File: config.mk
export PLATFORM = sky130hd
export DESIGN_NAME = grp_irq_aggregator
export DESIGN_NICKNAME = d
export VERILOG_FILES = /design/src/rtl/grp_irq_pkg.sv /design/src/rtl/grp_irq_summary.sv /design/src/rtl/grp_irq_rearm.sv /design/src/rtl/grp_irq_regif.sv /design/src/rtl/grp_irq_aggregator.sv
export SDC_FILE = /design/constraint.sdc
export NUM_CORES = 1
export LEC_CHECK = 0
export CORE_AREA = 2 2 174 176
export DETAILED_ROUTE_END_ITERATION = 7
export DIE_AREA = 0 0 176 178
export GPL_ROUTABILITY_DRIVEN = 0
export GPL_TIMING_DRIVEN = 1
export PLACE_DENSITY = 0.44
export SYNTH_ARGS = -nofsm -noshare
export SYNTH_HDL_FRONTEND = slang
export SYNTH_SLANG_ARGS = --single-unit
File: constraint.sdc
create_clock -name clk -period 1.5 [get_ports clk]
set_clock_uncertainty 0.1 [all_clocks]
set_input_delay 0.3 -clock clk [delete_from_list [all_inputs] [get_ports clk]]
set_output_delay 0.3 -clock clk [all_outputs]
set_load 0.01 [all_outputs]
File: src/rtl/grp_irq_pkg.sv
package grp_irq_pkg;

  localparam int unsigned WORD_W      = 32;
  localparam int unsigned CTRL_EOI_BIT = 0;

  // word indices (byte address / 4)
  localparam int unsigned WIDX_SUM_LO = 0;
  localparam int unsigned WIDX_SUM_HI = 1;
  localparam int unsigned WIDX_CTRL   = 2;

  typedef enum logic [1:0] {
    SEL_SUM_LO = 2'd0,
    SEL_SUM_HI = 2'd1,
    SEL_CTRL   = 2'd2,
    SEL_NONE   = 2'd3
  } reg_sel_e;

endpackage

File: src/rtl/grp_irq_summary.sv
module grp_irq_summary #(
  parameter int unsigned NUM_PINS      = 184,
  parameter int unsigned PINS_PER_GRP  = 4,
  parameter int unsigned NUM_GRPS      = (NUM_PINS + PINS_PER_GRP - 1) / PINS_PER_GRP
) (
  input  logic                clk,
  input  logic                rst_n,
  input  logic [NUM_PINS-1:0] pin_irq,
  input  logic [NUM_PINS-1:0] pin_wake,
  output logic [NUM_GRPS-1:0] summary_q
);

  localparam int unsigned PAD_PINS = NUM_GRPS * PINS_PER_GRP;

  logic [PAD_PINS-1:0] pend_pad;
  logic [NUM_GRPS-1:0] grp_hit;

  // either flag makes a pin pending; pins past NUM_PINS read as idle
  assign pend_pad = PAD_PINS'(pin_irq | pin_wake);

  // one OR reduction per group of consecutive pins
  for (genvar g = 0; g < NUM_GRPS; g++) begin : g_grp
    assign grp_hit[g] = |pend_pad[g*PINS_PER_GRP +: PINS_PER_GRP];
  end

  always_ff @(posedge clk or negedge rst_n) begin
    if (!rst_n) summary_q <= '0;
    else        summary_q <= grp_hit;
  end

endmodule

File: src/rtl/grp_irq_rearm.sv
module grp_irq_rearm (
  input  logic clk,
  input  logic rst_n,
  input  logic any_pending,
  input  logic eoi_req,
  output logic irq_o
);

  logic armed_q;
  logic fire;

  // fire once when armed and something is pending
  assign fire = armed_q && any_pending;

  always_ff @(posedge clk or negedge rst_n) begin
    if (!rst_n) begin
      armed_q <= 1'b1;               // armed out of reset
      irq_o   <= 1'b0;
    end else begin
      irq_o <= fire;
      if (eoi_req)   armed_q <= 1'b1; // end-of-interrupt re-arms
      else if (fire) armed_q <= 1'b0;
    end
  end

endmodule

File: src/rtl/grp_irq_regif.sv
module grp_irq_regif
  import grp_irq_pkg::*;
#(
  parameter int unsigned ADDR_W   = 8,
  parameter int unsigned NUM_GRPS = 46
) (
  input  logic                clk,
  input  logic                rst_n,
  input  logic                req_valid,
  output logic                req_ready,
  input  logic                req_write,
  input  logic [ADDR_W-1:0]   req_addr,
  input  logic [WORD_W-1:0]   req_wdata,
  output logic                rsp_valid,
  input  logic                rsp_ready,
  output logic [WORD_W-1:0]   rsp_rdata,
  input  logic [NUM_GRPS-1:0] summary,
  output logic                eoi_req
);

  localparam int unsigned SUM_W  = 2 * WORD_W;
  localparam int unsigned WIDX_W = ADDR_W - 2;

  logic [WIDX_W-1:0] widx;
  logic [SUM_W-1:0]  sum_ext;
  logic [WORD_W-1:0] rd_word;
  logic              accept;
  reg_sel_e          sel;
  logic              unused_bits;

  assign widx    = req_addr[ADDR_W-1:2];   // byte lanes ignored
  assign sum_ext = SUM_W'(summary);         // bits above the groups are zero
  assign unused_bits = ^{req_addr[1:0], req_wdata};

  always_comb begin
    if (widx == WIDX_W'(WIDX_SUM_LO))      sel = SEL_SUM_LO;
    else if (widx == WIDX_W'(WIDX_SUM_HI)) sel = SEL_SUM_HI;
    else if (widx == WIDX_W'(WIDX_CTRL))   sel = SEL_CTRL;
    else                                   sel = SEL_NONE;
  end

  always_comb begin
    unique case (sel)
      SEL_SUM_LO: rd_word = sum_ext[WORD_W-1:0];
      SEL_SUM_HI: rd_word = sum_ext[SUM_W-1:WORD_W];
      default:    rd_word = '0;
    endcase
  end

  // a waiting response blocks new requests
  assign req_ready = !rsp_valid || rsp_ready;
  assign accept    = req_valid && req_ready;

  // only a control write with the EOI bit set has an effect
  assign eoi_req = accept && req_write && (sel == SEL_CTRL) &&
                   req_wdata[CTRL_EOI_BIT];

  always_ff @(posedge clk or negedge rst_n) begin
    if (!rst_n) begin
      rsp_valid <= 1'b0;
      rsp_rdata <= '0;
    end else if (accept && !req_write) begin
      rsp_valid <= 1'b1;
      rsp_rdata <= rd_word;
    end else if (rsp_ready) begin
      rsp_valid <= 1'b0;
    end
  end

endmodule

File: src/rtl/grp_irq_aggregator.sv
module grp_irq_aggregator
  import grp_irq_pkg::*;
#(
  parameter int unsigned NUM_PINS     = 184,
  parameter int unsigned PINS_PER_GRP = 4,
  parameter int unsigned ADDR_W       = 8
) (
  input  logic                clk,
  input  logic                rst_n,
  input  logic [NUM_PINS-1:0] pin_irq,
  input  logic [NUM_PINS-1:0] pin_wake,
  input  logic                req_valid,
  output logic                req_ready,
  input  logic                req_write,
  input  logic [ADDR_W-1:0]   req_addr,
  input  logic [31:0]         req_wdata,
  output logic                rsp_valid,
  input  logic                rsp_ready,
  output logic [31:0]         rsp_rdata,
  output logic                irq_out
);

  localparam int unsigned NUM_GRPS = (NUM_PINS + PINS_PER_GRP - 1) / PINS_PER_GRP;

  logic [NUM_GRPS-1:0] summary_q;
  logic                eoi_req;

  grp_irq_summary #(
    .NUM_PINS     (NUM_PINS),
    .PINS_PER_GRP (PINS_PER_GRP),
    .NUM_GRPS     (NUM_GRPS)
  ) u_summary (
    .clk       (clk),
    .rst_n     (rst_n),
    .pin_irq   (pin_irq),
    .pin_wake  (pin_wake),
    .summary_q (summary_q)
  );

  grp_irq_regif #(
    .ADDR_W   (ADDR_W),
    .NUM_GRPS (NUM_GRPS)
  ) u_regif (
    .clk       (clk),
    .rst_n     (rst_n),
    .req_valid (req_valid),
    .req_ready (req_ready),
    .req_write (req_write),
    .req_addr  (req_addr),
    .req_wdata (req_wdata),
    .rsp_valid (rsp_valid),
    .rsp_ready (rsp_ready),
    .rsp_rdata (rsp_rdata),
    .summary   (summary_q),
    .eoi_req   (eoi_req)
  );

  grp_irq_rearm u_rearm (
    .clk         (clk),
    .rst_n       (rst_n),
    .any_pending (|summary_q),
    .eoi_req     (eoi_req),
    .irq_o       (irq_out)
  );

endmodule

==> results of run 1 <==
[power groups by stage]
stage	registers, mW	clock network (mW)	logic (mW)
floorplan	2.28	0	0.112
global route	2.23	2.45	1.38
detailed placement	2.27	0	1.30
global placement	2.27	0	1.30
finish	2.23	2.24	1.29
CTS	2.23	2.34	1.31
[cells in the final DEF, fill, tap and decap left out, types with 3 or more instances in the layout]
master	instances
a22o_4	10
buf_12	6
nand2_1	62
o21ai_1	4
buf_6	3
mux2i_1	14
dlygate4sd2_1	30
clkdlybuf4s50_1	373
nor4_2	5
buf_4	26
buf_2	3
nand4_1	3
dfrtp_1	80
clkdlybuf4s15_1	3
clkbuf_16	9
a22o_1	8
o21ai_2	10
nor4_1	98
[per-layer routing]
layer,up-vias,track usage [%],wire length [µm]
met5,-,0,0
met4,0,3.99,201
met3,13,2.47,1280
met2,193,20.9,9870
met1,2047,14.7,7730
li1,2147,-,-
[worst paths after layout]
kind,startpoint,end,slack (ns),cells past startpoint
min in group asynchronous,rst_n,u_regif.rsp_rdata[22],0.30,2
setup reg to reg,u_summary.summary_q[42],u_rearm.irq_o,-0.08,5
max in group asynchronous,rst_n,u_regif.rsp_rdata[3],0.54,3
setup / recovery,req_addr[5],u_regif.rsp_rdata[16],-0.11,8
hold / removal,rsp_ready,u_regif.rsp_valid,0.27,4
hold reg to reg,u_regif.rsp_rdata[11],u_regif.rsp_rdata[11],0.38,2
[cells by family after synthesis]
logic type             synth area share [%]
and+or+nand+nor                        28.3
DFF                                    58.3
AOI/OAI and AO/OA                      8.20
muxes                                  4.03
buffers and inverters                  1.26
[Yosys cell counts (2+ instances only)]
cell        n
a22o_1      8
o21ai_2    10
buf_6       2
clkbuf_1    3
a22o_2     10
nor4_1    104
mux2i_1    14
o21ai_0     4
nand4_1     3
dfrtp_1    80
nand2_1    62
buf_2       2
[sequential cells by signal, indices dropped and copies added (netlist names)]
signal               flops
u_rearm.irq_o            1
u_summary.summary_q     46
u_regif.rsp_rdata       32
u_regif.rsp_valid        1
u_rearm.armed_q          1
[final cells by class]
class	count	area [µm²]	share of cell area [%]
repair buffers	450	4450	50.5
flip-flops and latches	81	2030	23.0
multi-input cells	225	1550	17.6
well taps	390	488	5.53
clock buffers	9	225	2.55
clock inverters	7	77.6	0.879
[through the flow]
stage               TNS, ns  utilization (%)
floorplan             -3.15                -
global placement     -20.29             28.3
detailed placement   -20.99             28.3
CTS                   -2.03             30.2
global route          -2.01             30.0
finish               -0.999             30.0
[worst reg2reg max path, stage by stage, from the launching register on]
cell	delay, ns
dfrtp_1	0.41
nor4_4	0.30
buf_4	0.15
nand4_1	0.15
nor3_2	0.27
nor2b_1	0.08
[repair_timing]
action | 4_1_cts | 5_1_grt
setup endpoints to repair | 69 | 38
hold buffers | 1 | 0
resized for setup | 77 | 16
gates cloned | 3 | 0
pin swaps | 19 | 8
hold endpoints to repair | 17 | 0
setup buffers | 9 | 2
==> flow_summary.yaml, run 1 <==
layout:
  fin_area_um2: 8820
  nFillCells: 3052
  fin_cells: 1162
  final_nets: 1180
  drive_gt1_share_pct: 11.8
  diodes: 0
  area_delta_synth_final_pct: 153
global_routing:
  antenna_found_initial: 0
  grt.total_usage_pct: 12.0
  grt-ovfl-total: 0
  grt_first_pass_wirelength_mm: 27.6
  grt_max_degree: 33
  grt_pass1_vias: 4707
logic_synthesis:
  ys_top_cells_by_area: "dfrtp_1, nor4_1, nand2_1"
  synth_top_area_cell: "dfrtp_1"
  ys_seq_elements: 81
  netlist_area_um2: 3480
  synth_ff_type: "dfrtp_1"
  avgSynthCellArea_um2: 11.1
  synth_top_cell_area_share_pct: 57.5
  ys_types: 23
  synthArstFlopShare_pct: 100
  ys_warn_count: 0
  syn-num-nets: 726
  synth_edf_count: 0
  ys_seq_area_share_pct: 58.3
  synth_cells: 313
power:
  finalPower_mw: 5.76
  p_leak_nw: 3.39
  combPwrFrac_pct: 22.3
  p_clk_share_pct: 39.0
  cellPowerDensity_nw_per_um2: 653
  pwr-share-seq_pct: 38.7
  p_sw_share_pct: 22.1
  cell_internal_pwr_mw: 4.49
  vdd_ir_drop_max_mv: 0.464
  p_sw_mw: 1.28
timing:
  min_period_over_period_pct: 107
  drv_slew: 0
  slew_headroom_pct: 70.4
  hold_viol: 0
  worst_slack_ns: -0.111
  min_period_ns: 1.61
  whs_ns: 0.271
  setup_viol: 14
  max_freq_mhz: 621
  worstMarginPinSlew_ns: 0.440
  grt_setup_unrepaired: "true"
detailed_routing:
  ant_nets: 0
  drc: 0
  vias: 4400
  firstDrtPassIters: 4
  postRouteWirelength_mm: 19.1
  viasPerCell: 3.79
  drt_iter0_markers: 133
  routedWlPerCell_um: 16.4
worst_setup_path:
  critical-path-slowest-cell: "or4_4"
  path_class: "input port to flip-flop"
  cp-start-kind: "input port"
  required_ns: 1.69
  end_kind: "flip-flop"
  crit_chain: "clkbuf_2, or4_4, buf_6, nor4_4, buf_6, buf_12, buf_12, a22o_1"
  path_delay_family: "simple AND/OR/NAND/NOR gates"
  worstPathMaxFanout: 5
  cpPeakStageDelay_ns: 0.54
  cp.arrival_ns: 1.80
  path_buf_inv: 5
floorplanning:
  die_w_um: 176
  die_height_um: 178
  pin_count: 448
  core_area_um2: 29400
  initial_core_util_pct: 11.8
  row_count: 63
  die_area_um2: 31300
cts:
  root_buffer: "clkbuf_16"
  clk_transition_reported_paths_ns: 0.06
  cts_tree: "yes"
  cts.path.max_buffers: 2
  cts_max_level: 3
  cts_sinks: 81
  clk_latency_ns: 0.35
  numCtsBuffers: 9
placement:
  place_ws_ns: -0.644
  place_area_um2: 8310
  dp.cells: 1136
  hpwl_mm: 16.3
  io_buffers: 414
flow_run:
  cap_violations: 0
run_status:
  violations: "setup timing"
  status: "finished, violations left"
hold_path:
  hold_class: "input port to flip-flop"
No activity file was read; power rests on OpenSTA's default activity.
==> run 2, diff against run 1 <==
--- a/config.mk
+++ b/config.mk
@@ -5,12 +5,13 @@
 export SDC_FILE = /design/constraint.sdc
 export NUM_CORES = 1
 export LEC_CHECK = 0
-export CORE_AREA = 2 2 174 176
+export CORE_AREA = 2 2 172 174
 export DETAILED_ROUTE_END_ITERATION = 7
-export DIE_AREA = 0 0 176 178
+export DIE_AREA = 0 0 174 176
 export GPL_ROUTABILITY_DRIVEN = 0
 export GPL_TIMING_DRIVEN = 1
-export PLACE_DENSITY = 0.44
+export PLACE_DENSITY = 0.43
+export RECOVER_POWER = 50
 export SYNTH_ARGS = -nofsm -noshare
 export SYNTH_HDL_FRONTEND = slang
 export SYNTH_SLANG_ARGS = --single-unit
==> constraint.sdc (replaced) <==
create_clock -name clk -period 2.03 [get_ports clk]
set_clock_uncertainty 0.1 [all_clocks]
set_input_delay 0.406 -clock clk [delete_from_list [all_inputs] [get_ports clk]]
set_output_delay 0.406 -clock clk [all_outputs]
set_load 0.01 [all_outputs]
==> run 2 against run 1 <==
  * The flow now finishes without violations
  * Cell area is 4.1% lower
  * First-iteration DRC count shrank 32%
  * Via count down 2.9%
  * Largest cell class unchanged
  * Combinational power is 28% lower
  * Cell count fell by 2.6%
  * Worst hold slack improved by 0.10 ns
  * Count of clock-buffer cells in the layout rose by 2
  * Worst setup slack gained 0.23 ns
  * Sequential power shrank 26%
  * Core utilization decreased by 0.36 points
  * Sequential cell count unchanged
  * Critical endpoint is now u_regif.rsp_rdata[8]
  * Sequential share of layout area increased by 0.98 points
==> flow_summary.yaml, run 2 (synthesis gave the netlist of run 1 again) <==
run_status:
  status: "finished, final reports clean"
placement:
  io_buffers: 414
  hpwl_mm: 16.3
power:
  finalPower_mw: 4.17
  p_leak_nw: 3.02
  cellPowerDensity_nw_per_um2: 493
  vdd_ir_drop_max_mv: 0.321
floorplanning:
  pin_count: 448
  initial_core_util_pct: 12.2
  die_area_um2: 30600
  core_area_um2: 28500
  row_count: 62
  die_height_um: 176
  die_w_um: 174
cts:
  clk_transition_reported_paths_ns: 0.06
  numCtsBuffers: 9
  root_buffer: "clkbuf_16"
  cts.path.max_buffers: 2
  cts_tree: "yes"
  cts_sinks: 81
  clk_latency_ns: 0.33
  post_cts.repair.setup_buffers: 0
  cts_max_level: 3
timing:
  drv_slew: 0
  setup_tns_ns: 0
  min_period_over_period_pct: 94.1
  slew_headroom_pct: 60.1
  max_freq_mhz: 523
  setup_viol: 0
  min_period_ns: 1.91
  worstMarginPinSlew_ns: 0.598
  hold_viol: 0
  grt_setup_unrepaired: "false"
global_routing:
  antenna_found_initial: 0
  grt_busiest_layer: "met2"
  met2_usage_pct: 22.1
  grt.total_usage_pct: 12.0
  grt_pass1_vias: 4804
  grt_first_pass_wirelength_mm: 27.4
  gr-usage-met1_pct: 13.0
  grt_max_degree: 43
  use_met3_pct: 3.40
  grt-ovfl-total: 0
detailed_routing:
  vias: 4271
  firstDrtPassIters: 4
  viasPerCell: 3.77
  postRouteWirelength_mm: 18.5
  drc: 0
  drt_iter0_markers: 91
  ant_nets: 0
  routedWlPerCell_um: 16.4
layout:
  mostFrequentLayoutCells: "clkdlybuf4s50_1, nor4_1, dfrtp_1"
  largest_register: "u_summary.summary_q"
  largest_register_ffs: 46
  fin_util_pct: 29.6
  nFillCells: 2994
  layout_commonest_cell: "clkdlybuf4s50_1"
  reg_top3: "u_summary.summary_q (46), u_regif.rsp_rdata (32)"
  multiInputGateArea_um2: 1410
  seqCellArea_um2: 2030
  drive_gt1_share_pct: 6.95
  area_delta_synth_final_pct: 143
  final_nets: 1158
  diodes: 0
worst_setup_path:
  cpPeakStageDelay_ns: 0.55
  path_delay_family: "simple AND/OR/NAND/NOR gates"
  r2r_cells: 5
  cp-start-kind: "input port"
  rrSetupSlack_ns: 0.28
  r2r_end: "u_rearm.irq_o"
  required_ns: 2.18
  path_class: "input port to flip-flop"
  cp.arrival_ns: 2.06
  r2r_start: "u_summary.summary_q[35]"
  end_kind: "flip-flop"
  startpoint: "req_addr[5]"
  crit_chain: "clkdlybuf4s50_1, or4_4, or3_4, o21ai_0"
  critical-path-slowest-cell: "or4_4"
  path_buf_inv: 1
  worstPathMaxFanout: 14
  crit_end: "u_regif.rsp_rdata[8]"
  crit_cells: 4
hold_path:
  hold_class: "flip-flop to flip-flop"
flow_run:
  cap_violations: 0
==> run 2: changes by cell type in the layout (fill, tap and decap cells not counted), moves of 6 or more <==
cell           previous run  this run
a22o_4                   10         0
dlygate4sd2_1            30         1
dlygate4sd3_1             1        41
nor4_1                   98       104
buf_4                    26        12
a22o_2                    0        10
==> run 2: metrics by stage <==
| stage | instances | cell area, µm² | setup slack [ns] | hold WS (ns) |
|---|---|---|---|---|
| after floorplan | 313 | 3480 | 0.273 | 0.0104 |
| after global placement | 1117 | 8180 | -0.241 | 0.201 |
| after detailed placement | 1117 | 8180 | -0.260 | 0.209 |
| after CTS | 1132 | 8480 | 0.112 | 0.382 |
| after global routing | 1132 | 8460 | 0.0502 | 0.401 |
| final | 1132 | 8460 | 0.120 | 0.375 |
==> run 2: worst min path at each step <==
stage,slack [ns],to,start,cells past startpoint
after floorplan,0.01,u_rearm.irq_o,rst_n,0
after CTS,0.38,u_regif.rsp_rdata[4],u_regif.rsp_rdata[4],2
final,0.37,u_regif.rsp_rdata[4],u_regif.rsp_rdata[4],2
after detailed placement,0.21,u_summary.summary_q[29],rst_n,1
after global routing,0.40,u_regif.rsp_rdata[0],u_regif.rsp_rdata[0],2
after global placement,0.20,u_summary.summary_q[29],rst_n,1
==> run 2: what timing repair did <==
item	in CTS	in global routing
gates resized for setup	1	0
endpoints found under the setup margin	1	0
hold buffers	1	0
hold endpoints to repair	16	0
==> run 2: area by class of cell <==
class / count / share of cell area [%]
Clock buffer: 11 / 2.87
Timing Repair Buffer: 428 / 50.3
Multi-Input combinational cell: 225 / 16.6
Sequential cell: 81 / 24.0
Clock inverter: 3 / 0.503
Tap cell: 384 / 5.68
==> run 2: power breakdown <==
group          switching, mW  internal [mW]
Sequential            0.0114           1.63
Clock                  0.629          0.971
Combinational          0.225          0.700
Total                  0.865           3.31
==> run 2: metal layers <==
metal / up-vias / part of all wire (%)
met5: - / 0
met4: 0 / 2.2
met3: 19 / 6.9
met2: 205 / 54
met1: 1947 / 37
li1: 2100 / -
==> run 2: worst reg2reg max path, stage by stage (launching register included) <==
cell and delay, ns:
dfrtp_1 0.39, nor4_1 0.37, buf_4 0.19, nand4_1 0.17
nor3_1 0.30, nor2b_1 0.10
==> run 3, diff against run 2 <==
--- a/config.mk
+++ b/config.mk
@@ -8,7 +8,6 @@
 export CORE_AREA = 2 2 172 174
 export DETAILED_ROUTE_END_ITERATION = 7
 export DIE_AREA = 0 0 174 176
-export GPL_ROUTABILITY_DRIVEN = 0
 export GPL_TIMING_DRIVEN = 1
 export PLACE_DENSITY = 0.43
 export RECOVER_POWER = 50
==> results of run 3 <==
Final layout, timing and power as in run 2 (identical DEF).
